--- src/rtl/lcdpg_pkg.sv ---
package lcdpg_pkg;

    // One entry of the outgoing byte stream: the byte and its A0 level.
    typedef struct packed {
        logic       a0;
        logic [7:0] val;
    } lcd_byte_t;

    typedef enum logic [2:0] {
        ST_IDLE,
        ST_WSTRIP,
        ST_CMD,
        ST_DATA,
        ST_GAP
    } seq_state_e;

    localparam logic [7:0] CMD_COL_HI  = 8'h10;
    localparam logic [7:0] CMD_COL_LO  = 8'h00;
    localparam logic [7:0] CMD_PAGESEL = 8'hB0;
    localparam logic [1:0] HDR_LAST    = 2'd2;

    // Header byte for position idx of a page header.
    function automatic logic [7:0] hdr_byte(input logic [1:0] idx, input logic [3:0] page);
        case (idx)
            2'd0:    return CMD_COL_HI;
            2'd1:    return CMD_COL_LO;
            default: return CMD_PAGESEL | {4'h0, page};
        endcase
    endfunction

endpackage

--- src/rtl/lcdpg_outq.sv ---
module lcdpg_outq
    import lcdpg_pkg::*;
(
    input  logic       clk,
    input  logic       rst,
    input  logic       push_cmd,
    input  logic [7:0] cmd_val,
    input  logic       rd_issue,
    input  logic [7:0] rd_data,
    input  logic       tx_ready,
    output logic       tx_valid,
    output logic [7:0] tx_data,
    output logic       tx_a0,
    output logic       slot_ok,
    output logic       rd_ok,
    output logic       pop_data
);

    lcd_byte_t out_q, hold_q, out_n, hold_n;
    logic      out_v, hold_v, land_v;
    logic      out_vn, hold_vn;
    logic      fire;
    logic [1:0] occ;

    assign fire     = out_v & tx_ready;
    assign pop_data = fire & out_q.a0;
    assign tx_valid = out_v;
    assign tx_data  = out_q.val;
    assign tx_a0    = out_q.a0;

    // Entries held or in flight, after this cycle's pop.
    assign occ     = {1'b0, out_v} + {1'b0, hold_v} + {1'b0, land_v} - {1'b0, fire};
    assign rd_ok   = (occ < 2'd2);
    assign slot_ok = !hold_v && !land_v && (!out_v || fire);

    always_comb begin
        out_n   = out_q;
        out_vn  = out_v;
        hold_n  = hold_q;
        hold_vn = hold_v;
        if (fire) begin
            if (hold_v) begin
                out_n   = hold_q;
                hold_vn = 1'b0;
            end else begin
                out_vn = 1'b0;
            end
        end
        if (land_v) begin
            if (!out_vn) begin
                out_n  = '{a0: 1'b1, val: rd_data};
                out_vn = 1'b1;
            end else begin
                hold_n  = '{a0: 1'b1, val: rd_data};
                hold_vn = 1'b1;
            end
        end
        if (push_cmd) begin
            out_n  = '{a0: 1'b0, val: cmd_val};
            out_vn = 1'b1;
        end
    end

    always_ff @(posedge clk) begin
        if (rst) begin
            out_q  <= '0;
            hold_q <= '0;
            out_v  <= 1'b0;
            hold_v <= 1'b0;
            land_v <= 1'b0;
        end else begin
            out_q  <= out_n;
            hold_q <= hold_n;
            out_v  <= out_vn;
            hold_v <= hold_vn;
            land_v <= rd_issue;
        end
    end

endmodule

--- src/rtl/lcdpg_seq.sv ---
module lcdpg_seq
    import lcdpg_pkg::*;
#(
    parameter  int COLS   = 128,
    parameter  int PAGES  = 8,
    localparam int COL_W  = $clog2(COLS),
    localparam int PG_W   = $clog2(PAGES),
    localparam int ADDR_W = COL_W + 1
) (
    input  logic              clk,
    input  logic              rst,
    input  logic              frame_start,
    input  logic              busy,
    input  logic              dbl_mode,
    input  logic              strip_go,
    input  logic              slot_ok,
    input  logic              rd_ok,
    input  logic              pop_data,
    output logic              push_cmd,
    output logic [7:0]        cmd_val,
    output logic              rd_issue,
    output logic [ADDR_W-1:0] rd_addr,
    output logic [PG_W-1:0]   strip_idx,
    output logic              strip_done,
    output logic              frame_done,
    output logic              cs_n
);

    localparam logic [COL_W:0]  CNT_END  = (COL_W + 1)'(COLS);
    localparam logic [COL_W:0]  CNT_LAST = (COL_W + 1)'(COLS - 1);
    localparam logic [PG_W-1:0] LAST_ONE = PG_W'(PAGES - 1);
    localparam logic [PG_W-1:0] LAST_DBL = PG_W'(PAGES / 2 - 1);

    seq_state_e      state;
    logic [PG_W-1:0] strip, page, last_strip;
    logic            half, dbl_q;
    logic [1:0]      hdr_idx;
    logic [COL_W:0]  rd_cnt, acc_cnt;

    assign page       = dbl_q ? {strip[PG_W-2:0], half} : strip;
    assign last_strip = dbl_q ? LAST_DBL : LAST_ONE;
    assign cmd_val    = hdr_byte(hdr_idx, 4'(page));
    assign push_cmd   = (state == ST_CMD) && slot_ok;
    assign rd_issue   = (state == ST_DATA) && (rd_cnt != CNT_END) && rd_ok;
    assign rd_addr    = {half, rd_cnt[COL_W-1:0]};
    assign strip_idx  = strip;

    always_ff @(posedge clk) begin
        if (rst) begin
            state      <= ST_IDLE;
            strip      <= '0;
            half       <= 1'b0;
            dbl_q      <= 1'b0;
            hdr_idx    <= '0;
            rd_cnt     <= '0;
            acc_cnt    <= '0;
            cs_n       <= 1'b1;
            strip_done <= 1'b0;
            frame_done <= 1'b0;
        end else begin
            strip_done <= 1'b0;
            frame_done <= 1'b0;
            if (rd_issue) rd_cnt <= rd_cnt + 1'b1;
            case (state)
                ST_IDLE: begin
                    if (frame_start && !busy) begin
                        dbl_q <= dbl_mode;
                        strip <= '0;
                        half  <= 1'b0;
                        state <= ST_WSTRIP;
                    end
                end
                ST_WSTRIP: begin
                    if (strip_go) begin
                        cs_n    <= 1'b0;
                        hdr_idx <= '0;
                        state   <= ST_CMD;
                    end
                end
                ST_CMD: begin
                    if (push_cmd) begin
                        hdr_idx <= hdr_idx + 1'b1;
                        if (hdr_idx == HDR_LAST) begin
                            rd_cnt  <= '0;
                            acc_cnt <= '0;
                            state   <= ST_DATA;
                        end
                    end
                end
                ST_DATA: begin
                    if (pop_data) begin
                        acc_cnt <= acc_cnt + 1'b1;
                        if (acc_cnt == CNT_LAST) begin
                            cs_n  <= 1'b1;
                            state <= ST_GAP;
                        end
                    end
                end
                ST_GAP: begin
                    if (dbl_q && !half) begin
                        half    <= 1'b1;
                        hdr_idx <= '0;
                        cs_n    <= 1'b0;
                        state   <= ST_CMD;
                    end else begin
                        strip_done <= 1'b1;
                        half       <= 1'b0;
                        if (strip == last_strip) begin
                            frame_done <= 1'b1;
                            state      <= ST_IDLE;
                        end else begin
                            strip <= strip + 1'b1;
                            state <= ST_WSTRIP;
                        end
                    end
                end
                default: state <= ST_IDLE;
            endcase
        end
    end

endmodule

--- src/rtl/lcd_page_streamer.sv ---
module lcd_page_streamer
    import lcdpg_pkg::*;
#(
    parameter  int COLS   = 128,
    parameter  int PAGES  = 8,
    localparam int PG_W   = $clog2(PAGES),
    localparam int ADDR_W = $clog2(COLS) + 1
) (
    input  logic              clk,
    input  logic              rst,
    input  logic              frame_start_i,
    input  logic              busy_i,
    input  logic              dbl_mode_i,
    input  logic              strip_go_i,
    output logic [PG_W-1:0]   strip_idx_o,
    output logic              strip_done_o,
    output logic              frame_done_o,
    output logic              rd_en_o,
    output logic [ADDR_W-1:0] rd_addr_o,
    input  logic [7:0]        rd_data_i,
    output logic              tx_valid_o,
    output logic [7:0]        tx_data_o,
    output logic              tx_a0_o,
    input  logic              tx_ready_i,
    output logic              cs_n_o
);

    logic       push_cmd, slot_ok, rd_ok, pop_data;
    logic [7:0] cmd_val;

    lcdpg_seq #(.COLS(COLS), .PAGES(PAGES)) u_seq (
        .clk        (clk),
        .rst        (rst),
        .frame_start(frame_start_i),
        .busy       (busy_i),
        .dbl_mode   (dbl_mode_i),
        .strip_go   (strip_go_i),
        .slot_ok    (slot_ok),
        .rd_ok      (rd_ok),
        .pop_data   (pop_data),
        .push_cmd   (push_cmd),
        .cmd_val    (cmd_val),
        .rd_issue   (rd_en_o),
        .rd_addr    (rd_addr_o),
        .strip_idx  (strip_idx_o),
        .strip_done (strip_done_o),
        .frame_done (frame_done_o),
        .cs_n       (cs_n_o)
    );

    lcdpg_outq u_outq (
        .clk     (clk),
        .rst     (rst),
        .push_cmd(push_cmd),
        .cmd_val (cmd_val),
        .rd_issue(rd_en_o),
        .rd_data (rd_data_i),
        .tx_ready(tx_ready_i),
        .tx_valid(tx_valid_o),
        .tx_data (tx_data_o),
        .tx_a0   (tx_a0_o),
        .slot_ok (slot_ok),
        .rd_ok   (rd_ok),
        .pop_data(pop_data)
    );

endmodule

--- config.mk ---
export PLATFORM = sky130hd
export DESIGN_NAME = lcd_page_streamer
export DESIGN_NICKNAME = d
export VERILOG_FILES = /design/src/rtl/lcdpg_pkg.sv /design/src/rtl/lcdpg_outq.sv /design/src/rtl/lcdpg_seq.sv /design/src/rtl/lcd_page_streamer.sv
export SDC_FILE = /design/constraint.sdc
export NUM_CORES = 1
export LEC_CHECK = 0
export CAP_MARGIN = 20
export CORE_UTILIZATION = 25
export CTS_CLUSTER_DIAMETER = 120
export DETAILED_ROUTE_END_ITERATION = 12
export HOLD_SLACK_MARGIN = 0.08
export SYNTH_ARGS = -nofsm -noshare
export SYNTH_HDL_FRONTEND = slang
export SYNTH_SLANG_ARGS = --single-unit
--- constraint.sdc ---
create_clock -name clk -period 4.6 [get_ports clk]
set_input_delay 0.69 -clock clk [delete_from_list [all_inputs] [get_ports clk]]
set_output_delay 0.69 -clock clk [all_outputs]
set_load 0.005 [all_outputs]
==> flow_metrics.env <==
export IMPL_status="finished, final reports clean"
export IMPL_crit_buf_inv=4
export IMPL_start_util_pct=26.1
export IMPL_grt_pass1_wl_um=9050
export IMPL_overflow=0
export IMPL_finalNetCount=352
export IMPL_layout_min_cycle_time_ps=3660
export IMPL_post_route_util_pct=31.5
export IMPL_n_antenna_cell=0
export IMPL_dp_hpwl_um=3920
export IMPL_die_area_mm2=0.0107
export IMPL_crit_type="in2out"
export IMPL_drive_gt1_share_pct=5.21
export IMPL_critPathSlowestCell="clkdlybuf4s50_1"
export IMPL_reg2regPathDepth=9
export IMPL_post_cts_buffers=0
export IMPL_core_area_mm2=0.00986
export IMPL_holdBufCountCts=0
export IMPL_totalNegativeSetupSlack_ps=0
export IMPL_fin_cells=459
export IMPL_cts_made_buffers=5
export IMPL_clk_pin_slew_ps=90
export IMPL_grt_setup_unrepaired="no"
export IMPL_routedLengthMet1_um=2530
export IMPL_synth_top_area_share_pct=38.9
export IMPL_post_place_cells=450
export IMPL_register_area_mm2=0.00100
export IMPL_power_density_mw_per_mm2=238
export IMPL_hold_depth=2
export IMPL_cp_required_ps=3910
export IMPL_synth_ff_type="dfxtp_1"
export IMPL_std_cell_rows=36
export IMPL_syn_area_mm2=0.00257
export IMPL_min_to="u_outq.hold_q[8]"
export IMPL_io_buffers=39
export IMPL_firstDrtPassIters=4
export IMPL_antenna_left=0
export IMPL_start_kind="primary input"
export IMPL_ys_warn_count=0
export IMPL_worst_clock_skew_ps=3.79
export IMPL_peakVddDrop_mv=0.100
export IMPL_io_pins=40
export IMPL_finalHoldViolations=0
export IMPL_drv_slew=0
export IMPL_grt_pass1_vias=1933
export IMPL_async_flop_share_pct=0
export IMPL_cts_tree="yes"
export IMPL_ys_seq_area_share_pct=38.9
export IMPL_wl_per_cell_um=11.7
export IMPL_crit_fanout=5
export IMPL_synth_edf_count=0
export IMPL_multi_input_area_mm2=0.00140
export IMPL_synth_seq_cells=50
export IMPL_worst_slew_pin_slew_ps=729
export IMPL_drv_cap=0
export IMPL_post_cts_resized=0
export IMPL_relSlewSlack_pct=51.0
export IMPL_worstPathCellList="clkdlybuf4s50_1, and2_1, inv_1, fa_1, and2b_1, o21a_1, o21ai_1, inv_1, clkdlybuf4s50_1"
export IMPL_period_share_pct=79.5
export IMPL_clk_latency_ps=300
export IMPL_rrSetupSlack_ps=2000
export IMPL_reg2reg_from="u_outq.tx_valid"
export IMPL_top_layer="met4"
export IMPL_antenna_found_initial=0
export IMPL_hp_start="u_outq.hold_q[8]"
export IMPL_layout_common_cells="dfxtp_1, nor2_1, clkdlybuf4s50_1"
export IMPL_p_leak_nw=1.22
export IMPL_wl_met3_um=283
export IMPL_netlist_top_cell_by_area="dfxtp_1"
export IMPL_syn_area_per_cell_um2=8.67
export IMPL_area_delta_synth_final_pct=20.7
export IMPL_gp_congestion=0.750
export IMPL_drc=0
export IMPL_synthCells=297
export IMPL_fillers=1047
export IMPL_cts_root_buf="clkbuf_8"
export IMPL_cts_sinks=50
export IMPL_r2r_end="u_seq.rd_cnt[7]"
export IMPL_cts_max_level=2
export IMPL_synth_area_leaders="dfxtp_1, mux2i_1, nor2_1, ha_1, o21ai_0"
export IMPL_num_vias=2125
export IMPL_worst_hold_path_type="reg2reg"
export IMPL_crit_family="buffers and inverters"
export IMPL_die_y_um=103
export IMPL_post_drt_via_cell_ratio=4.63
export IMPL_drt_total_wl_um=5380
export IMPL_grt_total_usage_pct=10.9
export IMPL_clk_path_buf_depth=2
export IMPL_wl_met2_um=2530
export IMPL_synth_nets=324
export IMPL_yosysUniqueCellTypes=49
export IMPL_max_freq_mhz=273
export IMPL_first_iter_violations=63
export IMPL_finalSetupViolations=0
export IMPL_grt_max_degree=27
export IMPL_mostFrequentLayoutCell="dfxtp_1"
export IMPL_max_stage_delay_ps=520
export IMPL_cp_arrival_ps=2970
export IMPL_die_x_um=103
export IMPL_endpoint_kind="primary output"
==> stage by stage <==
stage,hold WS [ps],setup slack (ps),cell area (um^2),power (mW)
after floorplan,432,1730,2570,0.474
after global placement,441,963,3010,0.494
after detailed placement,446,938,3010,0.495
after CTS,461,917,3100,0.750
after global routing,494,782,3110,0.776
final,460,941,3110,0.740
==> cell usage after synthesis, types with 4 or more instances <==
cell type,n
nand2_1,18
or3_1,4
nand4_1,4
or4_1,4
clkbuf_1,8
o21ai_0,16
nor3_1,6
a21oi_1,15
o21ai_1,8
dfxtp_1,50
inv_1,11
buf_4,8
nand3_1,11
ha_1,11
nor2_1,39
mux2i_1,22
xor2_1,9
==> final cells by class <==
class / instances / area share (%)
Clock buffer: 6 / 2.34
Clock inverter: 2 / 0.443
Inverter: 11 / 1.33
Multi-Input combinational cell: 215 / 45.0
Sequential cell: 50 / 32.2
Tap cell: 133 / 5.36
Timing Repair Buffer: 42 / 13.3
==> how the worst max path moves through the flow <==
| stage | slack (ps) | cells after the start | endpoint | start |
|---|---|---|---|---|
| after floorplan | 1730 | 8 | rd_en_o | tx_ready_i |
| after detailed placement | 940 | 9 | rd_en_o | tx_ready_i |
| after global placement | 960 | 9 | rd_en_o | tx_ready_i |
| final | 940 | 9 | rd_en_o | tx_ready_i |
| after CTS | 920 | 9 | rd_en_o | tx_ready_i |
| after global routing | 780 | 9 | rd_en_o | tx_ready_i |
==> routing by layer <==
| layer | track usage [%] | up-vias |
|---|---|---|
| li1 | - | 1086 |
| met2 | 17.6 | 41 |
| met3 | 3.09 | 5 |
| met5 | 0 | - |
| met4 | 2.93 | 0 |
| met1 | 14.3 | 993 |
==> power breakdown <==
part / leakage, nW / total [mW] / switching, mW / internal (mW)
Sequential: 0.403 / 0.440 / 0.00506 / 0.435
Combinational: 0.773 / 0.0442 / 0.0220 / 0.0222
Clock: 0.0452 / 0.255 / 0.148 / 0.108
==> worst reg2reg max path: stages, from the launching register on <==
cell     delay (ps)
dfxtp_1         490
and2_1          200
inv_1            70
fa_1            470
and2b_1         200
nor3_2          150
o21ai_1         100
buf_4           190
or4_1           500
a21oi_1         150
==> sequential cells by signal (all words and copies together) (netlist names) <==
name,cells
u_outq.hold_v,1
u_seq.rd_cnt,8
u_seq.cs_n,1
u_seq.acc_cnt,8
u_seq.strip_done,1
u_seq.state,3
u_outq.hold_q,9
u_seq.dbl_q,1
u_outq.tx_data,8
u_outq.tx_a0,1
u_outq.tx_valid,1
u_seq.strip_idx,3
u_seq.hdr_idx,2
u_seq.frame_done,1
u_outq.land_v,1
u_seq.half,1
==> kinds of logic (layout without fill, tap and decap cells) <==
group | count (synthesis) | in the layout | synth area share [%]
multiplexers | 22 | 22 | 8.56
flip-flops | 50 | 50 | 38.9
buffers and inverters | 32 | 61 | 6.81
adder cells (fa/ha/maj) | 12 | 12 | 6.13
AND/OR/NAND/NOR | 111 | 111 | 22.5
AO/OA/AOI/OAI | 58 | 58 | 13.1
XOR/XNOR | 12 | 12 | 4.08
Note: power is estimated with default switching activity, not from simulation.
